$ cat src/rtl/adcw_pkg.sv
package adcw_pkg;
   localparam int ADDR_W = 3;

   typedef enum logic [ADDR_W-1:0] {
      RA_CTRL  = 3'd0,
      RA_BHI   = 3'd1,
      RA_BLO   = 3'd2,
      RA_STAT  = 3'd3,
      RA_RESHI = 3'd4,
      RA_RESLO = 3'd5
   } reg_addr_e;

   // control register bit positions
   localparam int CB_FMT  = 0;
   localparam int CB_MODE = 1;
   localparam int CB_QUAL = 2;
   localparam int CB_IEN  = 3;
   // status register bit positions
   localparam int SB_MATCH = 0;
   localparam int SB_PEND  = 1;

   typedef struct packed {
      logic ien;
      logic qual;
      logic mode;
      logic fmt;
   } ctrl_t;
endpackage

$ cat src/rtl/adcw_format.sv
module adcw_format #(
   parameter int RES_W  = 10,
   parameter int BYTE_W = 8
) (
   input  logic [RES_W-1:0]  res_i,
   input  logic              right_i,
   output logic [BYTE_W-1:0] hi_o,
   output logic [BYTE_W-1:0] lo_o
);
   localparam int SPILL  = RES_W - BYTE_W;
   localparam int HI_PAD = BYTE_W - SPILL;

   logic [BYTE_W-1:0] hi_left, lo_left, hi_right, lo_right;

   generate
      if (RES_W <= BYTE_W || RES_W > 2*BYTE_W) begin : g_bad
         $error("adcw_format: RES_W must lie in (BYTE_W, 2*BYTE_W]");
      end
      if (HI_PAD == 0) begin : g_nopad
         assign lo_left  = res_i[SPILL-1:0];
         assign hi_right = res_i[RES_W-1:BYTE_W];
      end else begin : g_pad
         assign lo_left  = {res_i[SPILL-1:0], {HI_PAD{1'b0}}};
         assign hi_right = {{HI_PAD{1'b0}}, res_i[RES_W-1:BYTE_W]};
      end
   endgenerate

   assign hi_left  = res_i[RES_W-1 -: BYTE_W];
   assign lo_right = res_i[BYTE_W-1:0];

   always_comb begin
      if (right_i) begin
         hi_o = hi_right;
         lo_o = lo_right;
      end else begin
         hi_o = hi_left;
         lo_o = lo_left;
      end
   end
endmodule

$ cat src/rtl/adcw_window.sv
module adcw_window #(
   parameter int CMP_W = 8
) (
   input  logic [CMP_W-1:0] msb_i,
   input  logic [CMP_W-1:0] bound_hi_i,
   input  logic [CMP_W-1:0] bound_lo_i,
   input  logic             outside_i,
   output logic             hit_o
);
   logic ge_hi, ge_lo;

   generate
      if (CMP_W < 1) begin : g_bad
         $error("adcw_window: CMP_W must be positive");
      end
   endgenerate

   assign ge_hi = (bound_hi_i <= msb_i);
   assign ge_lo = (bound_lo_i <= msb_i);
   assign hit_o = outside_i ^ ge_hi ^ ge_lo;
endmodule

$ cat src/rtl/adcw_regs.sv
module adcw_regs
   import adcw_pkg::*;
#(
   parameter int BYTE_W = 8
) (
   input  logic              clk,
   input  logic              rst_n,
   input  logic              wr_en_i,
   input  logic [ADDR_W-1:0] wr_addr_i,
   input  logic [BYTE_W-1:0] wr_data_i,
   input  logic              pend_set_i,
   output ctrl_t             ctrl_o,
   output logic [BYTE_W-1:0] bound_hi_o,
   output logic [BYTE_W-1:0] bound_lo_o,
   output logic              pend_o
);
   logic pend_clr;

   generate
      if (BYTE_W < 4) begin : g_bad
         $error("adcw_regs: BYTE_W must hold the control bits");
      end
   endgenerate

   assign pend_clr = wr_en_i && (wr_addr_i == RA_STAT) && wr_data_i[SB_PEND];

   always_ff @(posedge clk or negedge rst_n) begin
      if (!rst_n) begin
         ctrl_o     <= '0;
         bound_hi_o <= '0;
         bound_lo_o <= '0;
      end else if (wr_en_i) begin
         case (wr_addr_i)
            RA_CTRL: ctrl_o <= ctrl_t'({wr_data_i[CB_IEN], wr_data_i[CB_QUAL],
                                        wr_data_i[CB_MODE], wr_data_i[CB_FMT]});
            RA_BHI:  bound_hi_o <= wr_data_i;
            RA_BLO:  bound_lo_o <= wr_data_i;
            default: ;
         endcase
      end
   end

   always_ff @(posedge clk or negedge rst_n) begin
      if (!rst_n)          pend_o <= 1'b0;
      else if (pend_set_i) pend_o <= 1'b1;
      else if (pend_clr)   pend_o <= 1'b0;
   end

   // a clear with no set in the same cycle drops the pending bit
   p_clear_r10: assert property (@(posedge clk) disable iff (!rst_n)
      (pend_clr && !pend_set_i) |=> !pend_o);
   // set takes priority over clear
   p_set_wins_r10: assert property (@(posedge clk) disable iff (!rst_n)
      pend_set_i |=> pend_o);
endmodule

$ cat src/rtl/adcw_top.sv
module adcw_top
   import adcw_pkg::*;
#(
   parameter int RES_W  = 10,
   parameter int BYTE_W = 8
) (
   input  logic              clk,
   input  logic              rst_n,
   input  logic              conv_done_i,
   input  logic [RES_W-1:0]  conv_res_i,
   input  logic              wr_en_i,
   input  logic [ADDR_W-1:0] wr_addr_i,
   input  logic [BYTE_W-1:0] wr_data_i,
   input  logic [ADDR_W-1:0] rd_addr_i,
   output logic [BYTE_W-1:0] rd_data_o,
   output logic [BYTE_W-1:0] res_hi_o,
   output logic [BYTE_W-1:0] res_lo_o,
   output logic              match_o,
   output logic              irq_o
);
   localparam int CMP_W = BYTE_W;

   ctrl_t             ctrl;
   logic [BYTE_W-1:0] bound_hi, bound_lo;
   logic [BYTE_W-1:0] fmt_hi, fmt_lo;
   logic [CMP_W-1:0]  msb;
   logic              hit, pend_set, pend;

   assign msb = conv_res_i[RES_W-1 -: CMP_W];

   adcw_regs #(.BYTE_W(BYTE_W)) u_regs (
      .clk        (clk),
      .rst_n      (rst_n),
      .wr_en_i    (wr_en_i),
      .wr_addr_i  (wr_addr_i),
      .wr_data_i  (wr_data_i),
      .pend_set_i (pend_set),
      .ctrl_o     (ctrl),
      .bound_hi_o (bound_hi),
      .bound_lo_o (bound_lo),
      .pend_o     (pend)
   );

   adcw_format #(.RES_W(RES_W), .BYTE_W(BYTE_W)) u_fmt (
      .res_i   (conv_res_i),
      .right_i (ctrl.fmt),
      .hi_o    (fmt_hi),
      .lo_o    (fmt_lo)
   );

   adcw_window #(.CMP_W(CMP_W)) u_win (
      .msb_i      (msb),
      .bound_hi_i (bound_hi),
      .bound_lo_i (bound_lo),
      .outside_i  (ctrl.mode),
      .hit_o      (hit)
   );

   assign pend_set = conv_done_i && ctrl.ien && (!ctrl.qual || hit);

   always_ff @(posedge clk or negedge rst_n) begin
      if (!rst_n) begin
         res_hi_o <= '0;
         res_lo_o <= '0;
         match_o  <= 1'b0;
      end else if (conv_done_i) begin
         res_hi_o <= fmt_hi;
         res_lo_o <= fmt_lo;
         match_o  <= hit;
      end
   end

   assign irq_o = pend;

   always_comb begin
      rd_data_o = '0;
      case (rd_addr_i)
         RA_CTRL: begin
            rd_data_o[CB_FMT]  = ctrl.fmt;
            rd_data_o[CB_MODE] = ctrl.mode;
            rd_data_o[CB_QUAL] = ctrl.qual;
            rd_data_o[CB_IEN]  = ctrl.ien;
         end
         RA_BHI:   rd_data_o = bound_hi;
         RA_BLO:   rd_data_o = bound_lo;
         RA_STAT: begin
            rd_data_o[SB_MATCH] = match_o;
            rd_data_o[SB_PEND]  = pend;
         end
         RA_RESHI: rd_data_o = res_hi_o;
         RA_RESLO: rd_data_o = res_lo_o;
         default:  rd_data_o = '0;
      endcase
   end

   // flag follows the XOR rule on the settings present at the strobe
   p_match_rule_r4: assert property (@(posedge clk) disable iff (!rst_n)
      conv_done_i |=> match_o == ($past(ctrl.mode)
                                  ^ ($past(bound_hi) <= $past(msb))
                                  ^ ($past(bound_lo) <= $past(msb))));
   // outputs hold between strobes
   p_hold_r12: assert property (@(posedge clk) disable iff (!rst_n)
      !conv_done_i |=> ($stable(match_o) && $stable(res_hi_o) && $stable(res_lo_o)));
   // unqualified enabled conversion always raises the interrupt
   p_unqual_r8: assert property (@(posedge clk) disable iff (!rst_n)
      (conv_done_i && ctrl.ien && !ctrl.qual) |=> irq_o);
   // a rising interrupt comes from an enabled strobe and, if qualified, a match
   p_qual_r9: assert property (@(posedge clk) disable iff (!rst_n)
      $rose(irq_o) |-> ($past(conv_done_i) && $past(ctrl.ien)
                        && (!$past(ctrl.qual) || match_o)));
endmodule

$ cat config.mk
export PLATFORM = sky130hd
export DESIGN_NAME = adcw_top
export DESIGN_NICKNAME = d
export VERILOG_FILES = /design/src/rtl/adcw_pkg.sv /design/src/rtl/adcw_format.sv /design/src/rtl/adcw_window.sv /design/src/rtl/adcw_regs.sv /design/src/rtl/adcw_top.sv
export SDC_FILE = /design/constraint.sdc
export NUM_CORES = 1
export LEC_CHECK = 0
export ABC_AREA = 1
export BUFFER_PORTS_ARGS = -buffer_cell sky130_fd_sc_hd__buf_2
export CAP_MARGIN = 10
export CORE_MARGIN = 5
export CORE_UTILIZATION = 48
export DETAILED_ROUTE_END_ITERATION = 6
export GPL_TIMING_DRIVEN = 1
export PLACE_DENSITY = 0.83
export SETUP_SLACK_MARGIN = 0.4
export SKIP_LAST_GASP = 1
export SLEW_MARGIN = 20
export SYNTH_ARGS = -nofsm -noshare
export SYNTH_HDL_FRONTEND = slang
export SYNTH_SLANG_ARGS = --single-unit
$ cat constraint.sdc
create_clock -name clk -period 1.5 [get_ports clk]
set_clock_uncertainty 0.05 [all_clocks]
set_input_delay 0.3 -clock clk [delete_from_list [all_inputs] [get_ports clk]]
set_output_delay 0.3 -clock clk [all_outputs]
set_load 0.005 [all_outputs]
==> out/results.ini, run 1 <==
[run_status]
failed_checks = hold timing, setup timing
status = complete, but fails checks

[timing]
fin_ws_ps = -251
rsz0062_at_grt = yes
finalMaxSlewViolations = 0
timing.final.crit_share = 1.17
relSlewSlack = 0.671
setup-violations-final = 10
worst_pin_slew_ps = 494
fmax_ghz = 0.571
hold_viol = 7
finalSetupTns_ps = -1790
fin_crit_ps = 1750
whs_ps = -4.15

[setup_path]
reg2reg_from = u_regs.bound_hi_o[5]
crit_fanout = 2
crit_family = flip-flops
cpMostUsedCell = buf_6
slowest_stage = dfrtp_1
worst_setup_path_start_kind = flip-flop
worstPathRequired_ps = 1150
path_buf_inv = 3
crit_type = flip-flop to output port
crit_chain = buf_6 -> buf_6 -> a221oi_4 -> nand2_1 -> buf_2
cpPeakStageDelay_ps = 420
arrival_ps = 1400
end_kind = output port
crit_start = u_regs.bound_hi_o[3]

[drt]
drtAntennaViolNets = 0
drt-initial-drc-count = 174
viasPerCell = 5.50
drcViolationCount = 0
firstDrtPassIters = 5
drt_wl_total_um = 6670
vias = 2294
wl_per_cell_um = 16.0

[placed_design]
portBuffers = 53
routabilityCongestion = 0.840
dpl.hpwl_um = 4750
placed_area_um2 = 2730

[flow_run]
drv_cap = 0

[clock_tree]
cts_hold_buf = 0
ctsLongestPathBuffers = 2
clk_pin_slew_ps = 80
cts_tree = built
ctsHtreeMaxLevel = 2
root_buffer = clkbuf_8
cts_made_buffers = 5
clk_latency_ps = 300
clock-sinks = 38

[finish]
syn_to_final_growth_pct = 47.1
fin_nets = 408
fillCellCount = 303
multi_input_area_um2 = 1170
drive_gt1_frac = 0.392
design_area_um2 = 3160
antennaDiodeCount = 0
seq_area_um2 = 951

[floorplan]
die-area_um2 = 5910
rows = 24
start_util = 0.493
io_pins = 54
die_x_um = 76.9
fp.dieH_um = 76.9
core_um2 = 4350

[logic_synthesis]
yosysUniqueCellTypes = 20
ys_warn_count = 0
yosys-top-cells-area = dfrtp_1 44%, nand2_1 10%, ha_1 9.3%
yosysMostFrequentCell = nand2_1
synth_seq_cells = 38
yosysTopAreaCellShare = 0.443
synthesis.nets = 310
avgSynthCellArea_um2 = 8.07
synth_edf_count = 0
synth_ff_type = dfrtp_1
yosysSeqAreaShare = 0.443
syn-cell-area_um2 = 2150
synthCells = 266
async_flop_share = 1.00
yosysTopAreaCell = dfrtp_1
synth_common_cells = 57 x nand2_1, 47 x inv_1, 38 x dfrtp_1, 31 x o21ai_0, 17 x nand3_1

[global_route]
grt_max_degree = 39
overflow = 0
grt_pass1_wl_um = 10700
antenna_found_initial = 0
track_usage = 0.227
grt_pass1_vias = 2238

[pwr]
p_leak_nw = 1.69
p_per_area_nw_per_um2 = 1090
irDropWorstVdd_v = 0.000456

[min_path]
hold_class = input pin to asynchronous set/reset pin

cell usage in the layout, fill, tap and decap left out, types with 2 or more instances in the layout:
cell type / synthesis / final
dfrtp_1: 38 / 38
nand3_4: 0 / 2
clkbuf_8: 0 / 5
o21ai_0: 31 / 27
inv_1: 47 / 34
inv_2: 2 / 14
nand3_1: 17 / 13
clkinv_2: 0 / 2
nor2_1: 12 / 10
nand4_1: 3 / 3
buf_4: 0 / 31
o21ai_1: 0 / 3
nand3_2: 0 / 2
o22ai_1: 16 / 10
a21oi_1: 6 / 5
buf_2: 0 / 50
a21o_1: 2 / 2
a221o_1: 4 / 4
buf_6: 0 / 14
ha_1: 16 / 15
o22ai_4: 0 / 5
nand2_1: 57 / 56
nor2_2: 1 / 2
a221oi_2: 0 / 3
path summary, 6_finish.rpt:
kind / to / slack (ps) / cells past startpoint
max: rd_data_o[3] / -250 / 5
min in group clk: res_lo_o[5] / 200 / 3
min: res_hi_o[7] / -4 / 2
min reg2reg: u_regs.bound_hi_o[0] / 450 / 2
max in group asynchronous: u_regs.bound_lo_o[1] / 1050 / 2
max reg2reg: u_regs.pend_o / -220 / 11
worst reg2reg max path: cells and delay by family (launching register included):
kind	cells	cell delay, ps
adder cells (fa/ha/maj)	1	300
flip-flops	1	400
AND/OR/NAND/NOR	9	700
AO/OA/AOI/OAI	1	170
layer usage:
layer	wire (um)	up-vias	part of all wire	track usage
met1	2730	1067	0.41	0.280
li1	-	1092	-	-
met3	550	20	0.082	0.0621
met4	173	0	0.026	0.0927
met5	0	-	0	0
met2	3220	115	0.48	0.372
what timing repair did:
action	4_1_cts	5_1_grt
gates resized for setup	23	31
endpoints found under the setup margin	28	33
pin swaps	8	4
buffers inserted	7	7
cells by family (layout without fill, tap and decap cells):
| family | count (synthesis) | in the layout | share of synthesized area |
|---|---|---|---|
| adders and majority gates | 16 | 16 | 0.0933 |
| and+or+nand+nor | 92 | 92 | 0.185 |
| AOI/OAI and AO/OA | 65 | 65 | 0.183 |
| DFF | 38 | 38 | 0.443 |
| buffers and inverters | 55 | 154 | 0.0962 |
stage by stage:
step | hold slack, ps | total power, mW | util | cells | worst slack, ps
floorplan | -45.6 | 1.82 | - | 266 | 29.7
global placement | 319 | 2.28 | 0.628 | 395 | -210
detailed placement | 328 | 2.32 | 0.628 | 395 | -240
CTS | 6.92 | 3.27 | 0.687 | 410 | -179
global route | 30.7 | 3.65 | 0.725 | 417 | -385
finish | -4.15 | 3.43 | 0.725 | 417 | -251
flip-flops by register name, summed over array words and instances, names as in the netlist:
| signal | count |
|---|---|
| res_hi_o | 8 |
| res_lo_o | 8 |
| u_regs.bound_hi_o | 8 |
| u_regs.bound_lo_o | 8 |
| u_regs.ctrl_o | 4 |
| match_o | 1 |
| u_regs.pend_o | 1 |
final cells by class:
class,count,share of cell area
Inverter,49,0.0595
Clock inverter,3,0.0127
Multi-Input combinational cell,173,0.370
Clock buffer,5,0.0218
Timing Repair Buffer,97,0.214
Sequential cell,38,0.301
Tap cell,52,0.0206
power by group:
part	switching, mW	internal (mW)
registers	0.142	1.20
logic	0.625	0.598
clock network	0.371	0.489
Note: power is estimated with default switching activity, not from simulation.
==> run 2, diff against run 1 <==
--- a/config.mk
+++ b/config.mk
@@ -8,13 +8,11 @@
 export ABC_AREA = 1
 export BUFFER_PORTS_ARGS = -buffer_cell sky130_fd_sc_hd__buf_2
 export CAP_MARGIN = 10
-export CORE_MARGIN = 5
 export CORE_UTILIZATION = 48
 export DETAILED_ROUTE_END_ITERATION = 6
 export GPL_TIMING_DRIVEN = 1
 export PLACE_DENSITY = 0.83
 export SETUP_SLACK_MARGIN = 0.4
-export SKIP_LAST_GASP = 1
 export SLEW_MARGIN = 20
 export SYNTH_ARGS = -nofsm -noshare
 export SYNTH_HDL_FRONTEND = slang
==> constraint.sdc (replaced) <==
create_clock -name clk -period 1.5 [get_ports clk]
set_clock_uncertainty 0.05 [all_clocks]
set_input_delay 0.075 -clock clk [delete_from_list [all_inputs] [get_ports clk]]
set_output_delay 0.075 -clock clk [all_outputs]
set_load 0.005 [all_outputs]
==> run 2 against run 1 <==
Compared with the run above:
- the flow still finishes with violations (hold timing, setup timing)
- largest cell class unchanged
- highest routed layer unchanged
- maximum frequency down 2.4%
- critical path type is now flip-flop to flip-flop
- combinational power grew 14%
- flip-flop and latch count unchanged
==> out/results.ini, run 2 (synthesis results as in run 1) <==
[floorplan]
fp.dieH_um = 68.9  ; -10%
die-area_um2 = 4740  ; -20%
die_x_um = 68.9  ; -10%
io_pins = 54  ; unchanged
core_um2 = 4140  ; -4.8%
start_util = 0.518  ; +0.0250
rows = 23  ; -4.2%

[pwr]
power_frac_comb = 0.396  ; +0.039
p_switching_mw = 1.26  ; +10%
p_int_mw = 2.24  ; -2.1%
seq_power_share = 0.391  ; about the same
p_leak_nw = 1.66  ; -1.8%
swShare = 0.359  ; +0.0271
irDropWorstVdd_v = 0.000602  ; +32%
p_per_area_nw_per_um2 = 1110  ; +2.5%
p_clk_frac = 0.213  ; -0.038

[setup_path]
worst_setup_path_start_kind = flip-flop
crit_fanout = 2  ; unchanged
worstPathRequired_ps = 1680  ; +530 ps
crit_type = flip-flop to flip-flop
end_kind = flip-flop
arrival_ps = 1980  ; +580 ps

[finish]
multi_input_area_um2 = 1240  ; +6.1%
final_common_cell = buf_2
drive_gt1_frac = 0.417  ; +0.0256
layout_common_cells = 53 x buf_2, 43 x nand2_1, 38 x inv_1, 37 x dfrtp_1, 25 x o21ai_0
fin_nets = 400  ; -2.0%
design_area_um2 = 3140  ; -0.40%
seq_area_um2 = 952  ; +0.13%
fillCellCount = 262  ; -14%
instances_no_fill = 407  ; -2.4%
antennaDiodeCount = 0  ; unchanged
syn_to_final_growth_pct = 46.5

[timing]
setup-violations-final = 6  ; -4
whs_ps = -2.74  ; +1.41 ps
rsz0062_at_grt = yes
fmax_ghz = 0.558  ; -2.4%
timing.final.crit_share = 1.20  ; +0.0284
worst_pin_slew_ps = 570  ; +76.6 ps
fin_ws_ps = -293  ; -42.5 ps
finalSetupTns_ps = -766  ; +1020 ps
hold_viol = 1  ; -6
fin_crit_ps = 1790  ; +42.5 ps
relSlewSlack = 0.620  ; -0.0511
finalMaxSlewViolations = 0  ; unchanged

[placed_design]
routabilityCongestion = 0.897  ; +6.7%
placed_area_um2 = 2630  ; -3.7%
portBuffers = 53  ; unchanged
dp.cells = 385  ; -2.5%
dpl.hpwl_um = 4290  ; -9.7%
pre_cts_ws_ps = -73.0  ; +167 ps

[global_route]
met1_usage = 0.350  ; +0.0700
gr-usage-met3 = 0.0444  ; -0.0177
grt_pass1_wl_um = 9340  ; -12%
antenna_found_initial = 0  ; unchanged
grt_max_degree = 39  ; unchanged
use_met2 = 0.459  ; +0.0869
grt_pass1_vias = 2044  ; -8.7%
overflow = 0  ; unchanged
track_usage = 0.274  ; +0.0476
top_usage_layer = met2

[clock_tree]
cts_made_buffers = 5  ; unchanged
cts_tree = built
ctsLongestPathBuffers = 2  ; unchanged
clk_pin_slew_ps = 80  ; about the same
root_buffer = clkbuf_8
clk_latency_ps = 300  ; about the same
clock-sinks = 38  ; unchanged
ctsHtreeMaxLevel = 2  ; unchanged

[drt]
drtAntennaViolNets = 0  ; unchanged
firstDrtPassIters = 6  ; +1
vias = 2448  ; +6.7%
drcViolationCount = 0  ; unchanged
drt-initial-drc-count = 257  ; +48%
viasPerCell = 6.01  ; +9.3%
wl_per_cell_um = 18.1  ; +13%
drt_wl_total_um = 7380  ; +11%

[run_status]
status = complete, but fails checks
failed_checks = hold timing, setup timing

[min_path]
hold_class = input pin to flip-flop

[flow_run]
drv_cap = 0  ; unchanged

[run 2: changes by cell type in the layout (fill, tap and decap cells not counted), sizes merged]
| cell | previous run | this run |
|---|---|---|
| clkinvlp | 1 | 0 |
| inv | 48 | 49 |
| clkinv | 2 | 1 |
| clkbuf | 5 | 7 |
| dlygate4sd3 | 0 | 4 |
| buf | 97 | 85 |
| bufinv | 1 | 0 |
[run 2: worst paths after layout]
path / from / end / slack, ps / cells past startpoint
max in group asynchronous: rst_n / u_regs.ctrl_o[0] / 970 / 3
min: wr_data_i[4] / u_regs.bound_hi_o[4] / -3 / 3
min reg2reg: u_regs.ctrl_o[3] / u_regs.ctrl_o[3] / 500 / 2
max: u_regs.bound_hi_o[7] / match_o / -290 / 11
max reg2reg: u_regs.bound_hi_o[7] / match_o / -290 / 11
min in group asynchronous: rst_n / u_regs.bound_lo_o[6] / 210 / 3
[run 2: per-layer routing]
layer / vias up / wire, um / share of wire
met1: 1134 / 2800 / 0.38
met2: 189 / 3550 / 0.48
li1: 1071 / - / -
met4: 0 / 393 / 0.053
met5: - / 0 / 0
met3: 54 / 637 / 0.086
[run 2: final cells by class]
type,count,share of cell area
sequential,38,0.303
tap,50,0.0199
timing repair buffer,89,0.195
clock inverter,1,0.00159
multi-input combinational,173,0.394
clock buffer,7,0.0275
inverter,49,0.0585
[run 2: critical path, cell delays in order (launching register included)]
cell and delay (ps):
dfrtp_1 410, ha_1 330, a21o_1 180, nor2_1 170, nand2_2 100, nand2_2 70, nand2_2 70, nand2_1 80
nand2_1 70, nand2_1 60, nand2_1 50, nand2_1 90
[run 2: repair_timing]
| action | CTS | global route |
|---|---|---|
| pin swaps | 16 | 21 |
| gates resized for setup | 27 | 51 |
| hold buffers | 4 | 0 |
| endpoints found under the hold margin | 41 | 0 |
| setup endpoints to repair | 17 | 20 |
| setup buffers | 0 | 10 |
[run 2: through the flow]
step | hold slack (ps) | util | power [mW]
after floorplan | -271 | - | 1.81
after global placement | 5.24 | 0.635 | 2.24
after detailed placement | 4.48 | 0.635 | 2.28
after CTS | 3.19 | 0.700 | 3.13
after global routing | 8.23 | 0.758 | 3.67
final | -2.74 | 0.758 | 3.50
[run 2: power groups by stage]
stage	combinational, mW	sequential [mW]	clock (mW)
after CTS	1.06	1.34	0.729
after detailed placement	0.946	1.34	0
after global routing	1.50	1.38	0.788
after global placement	0.911	1.33	0
after floorplan	0.487	1.33	0
final	1.39	1.37	0.745
==> run 3, diff against run 2 <==
--- a/config.mk
+++ b/config.mk
@@ -6,12 +6,12 @@
 export NUM_CORES = 1
 export LEC_CHECK = 0
 export ABC_AREA = 1
-export BUFFER_PORTS_ARGS = -buffer_cell sky130_fd_sc_hd__buf_2
+export BUFFER_PORTS_ARGS = -buffer_cell sky130_fd_sc_hd__buf_4
 export CAP_MARGIN = 10
 export CORE_UTILIZATION = 48
 export DETAILED_ROUTE_END_ITERATION = 6
 export GPL_TIMING_DRIVEN = 1
-export PLACE_DENSITY = 0.83
+export PLACE_DENSITY = 0.76
 export SETUP_SLACK_MARGIN = 0.4
 export SLEW_MARGIN = 20
 export SYNTH_ARGS = -nofsm -noshare
==> run 3 against run 2 <==
Compared with the run above:
- the flow still finishes with violations (hold timing, setup timing)
- final cell count shrank 0.74%
- die area unchanged
- hold slack lost 9.3 ps
- via count fell by 8.9%
- power rose by 5.3%
- first-iteration DRC count fell by 30%
- critical endpoint unchanged
- non-clock buffer count shrank 3
==> out/results.ini, run 3 (synthesis results as in run 1) <==
[setup_path]
r2r_slack_ps = -150  ; +140 ps
end_kind = flip-flop
r2r-end = match_o
reg2reg_depth = 10  ; -1
worst_setup_path_start_kind = flip-flop
crit_start = u_regs.bound_lo_o[5]
worstPathRequired_ps = 1640  ; -40 ps
critical_path.endpoint = match_o
arrival_ps = 1790  ; -190 ps
reg2reg_from = u_regs.bound_lo_o[5]
crit_type = flip-flop to flip-flop
crit_fanout = 2  ; unchanged

[floorplan]
core_um2 = 4140  ; unchanged
die-area_um2 = 4740  ; unchanged
fp.dieH_um = 68.9  ; unchanged
die_x_um = 68.9  ; unchanged
rows = 23  ; unchanged
start_util = 0.518  ; unchanged
io_pins = 54  ; unchanged

[placed_design]
routabilityCongestion = 0.853  ; -4.9%
pre_cts_ws_ps = -92.2  ; -19.2 ps
dpl.hpwl_um = 4360  ; +1.5%
portBuffers = 53  ; unchanged
placed_area_um2 = 2740  ; +4.0%

[timing]
finalMaxSlewViolations = 0  ; unchanged
rsz0062_at_grt = yes
hold_viol = 1  ; unchanged
whs_ps = -12.0  ; -9.28 ps
fmax_ghz = 0.605  ; +8.5%
fin_crit_ps = 1650  ; -140 ps
fin_ws_ps = -153  ; +140 ps
timing.final.crit_share = 1.10  ; -0.0934
relSlewSlack = 0.657  ; +0.0373
worst_pin_slew_ps = 513  ; -57.7 ps
setup-violations-final = 5  ; -1

[finish]
antennaDiodeCount = 0  ; unchanged
layout_common_cells = 70 x buf_4, 53 x nand2_1, 39 x inv_1, 37 x dfrtp_1, 30 x o21ai_0
design_area_um2 = 3160  ; +0.56%
fillCellCount = 291  ; +11%
drive_gt1_frac = 0.342  ; -0.0756
syn_to_final_growth_pct = 47.3
fin_nets = 397  ; -0.75%
final_common_cell = buf_4
fin_util = 0.763  ; +0.00423

[clock_tree]
root_buffer = clkbuf_8
cts_made_buffers = 5  ; unchanged
ctsLongestPathBuffers = 2  ; unchanged
clk_latency_ps = 300  ; about the same
clock-sinks = 38  ; unchanged
cts_tree = built
ctsHtreeMaxLevel = 2  ; unchanged
clk_pin_slew_ps = 80  ; about the same

[global_route]
track_usage = 0.279  ; +0.00406
grt_pass1_wl_um = 9210  ; -1.3%
antenna_found_initial = 0  ; unchanged
grt_pass1_vias = 1994  ; -2.4%
grt_max_degree = 39  ; unchanged
overflow = 0  ; unchanged

[run_status]
failed_checks = hold timing, setup timing
status = complete, but fails checks

[drt]
vias = 2231  ; -8.9%
firstDrtPassIters = 7  ; +1
wl_per_cell_um = 15.6  ; -14%
drt-initial-drc-count = 179  ; -30%
viasPerCell = 5.52  ; -8.2%
drt_wl_total_um = 6300  ; -15%
drcViolationCount = 0  ; unchanged
drtAntennaViolNets = 0  ; unchanged

[min_path]
hold_class = input pin to flip-flop

[pwr]
p_per_area_nw_per_um2 = 1160  ; +4.7%
p_leak_nw = 1.66  ; +0.29%
irDropWorstVdd_v = 0.000556  ; -7.7%

[flow_run]
drv_cap = 0  ; unchanged

run 3: changes by cell type in the layout (fill, tap and decap cells not counted), sizes merged:
cell         before  now
dlygate4sd3       4    5
clkbuf            7    6
buf              85   81
clkinv            1    0
bufinv            0    2
run 3: layout make-up:
cell class / count / area, um2 / area share
multi-input cells: 173 / 1120 / 0.354
clock buffers: 6 / 82.6 / 0.0261
well taps: 50 / 62.6 / 0.0198
flip-flops and latches: 38 / 952 / 0.301
clock inverters: 2 / 60.1 / 0.0190
repair buffers: 86 / 699 / 0.221
inverters: 49 / 186 / 0.0590
run 3: metal layers:
metal / global-route usage / up-vias / share of wire
li1: - / 1068 / -
met1: 0.350 / 1048 / 0.40
met2: 0.468 / 101 / 0.51
met3: 0.0625 / 14 / 0.067
met4: 0.0944 / 0 / 0.021
met5: 0 / - / 0
run 3: repair_timing:
action / 4_1_cts / 5_1_grt
hold buffers: 5 / 0
setup buffers: 2 / 6
resized for setup: 25 / 16
endpoints found under the setup margin: 19 / 17
endpoints found under the hold margin: 42 / 0
gates cloned: 0 / 0
pin swaps: 5 / 7
run 3: worst min path at each step:
| stage | end | from | slack [ps] | cells past startpoint |
|---|---|---|---|---|
| floorplan | match_o | rst_n | -270 | 0 |
| global placement | res_lo_o[6] | rst_n | 20 | 1 |
| detailed placement | res_lo_o[4] | rst_n | 20 | 1 |
| CTS | res_lo_o[4] | conv_res_i[4] | 6 | 3 |
| global route | res_lo_o[1] | conv_res_i[1] | 20 | 3 |
| finish | res_lo_o[1] | conv_res_i[1] | -10 | 3 |
run 3: critical path, cell delays in order, from the launching register on:
cell and delay (ps):
dfrtp_1 400, ha_1 300, nand2_1 90, nor2_2 140
nand3_1 80, nor2_1 140, a21oi_2 60, nand3_1 110
nand2_1 60, nand2_1 60, nand2_1 60
run 3: per-stage QoR:
step	cells	setup TNS, ps	hold WS, ps	total power, mW
final	404	-483	-12.0	3.68
after global routing	404	-905	21.2	3.89
after CTS	398	-132	5.58	3.55
after detailed placement	383	-167	19.5	2.35
after global placement	383	-96.6	20.3	2.31
after floorplan	266	0	-271	1.81
run 3: power by group:
part	leakage [nW]	switching, mW	internal [mW]
logic	1.11	0.599	0.650
clock network	0.0714	0.375	0.709
registers	0.477	0.145	1.20
total	1.66	1.12	2.56
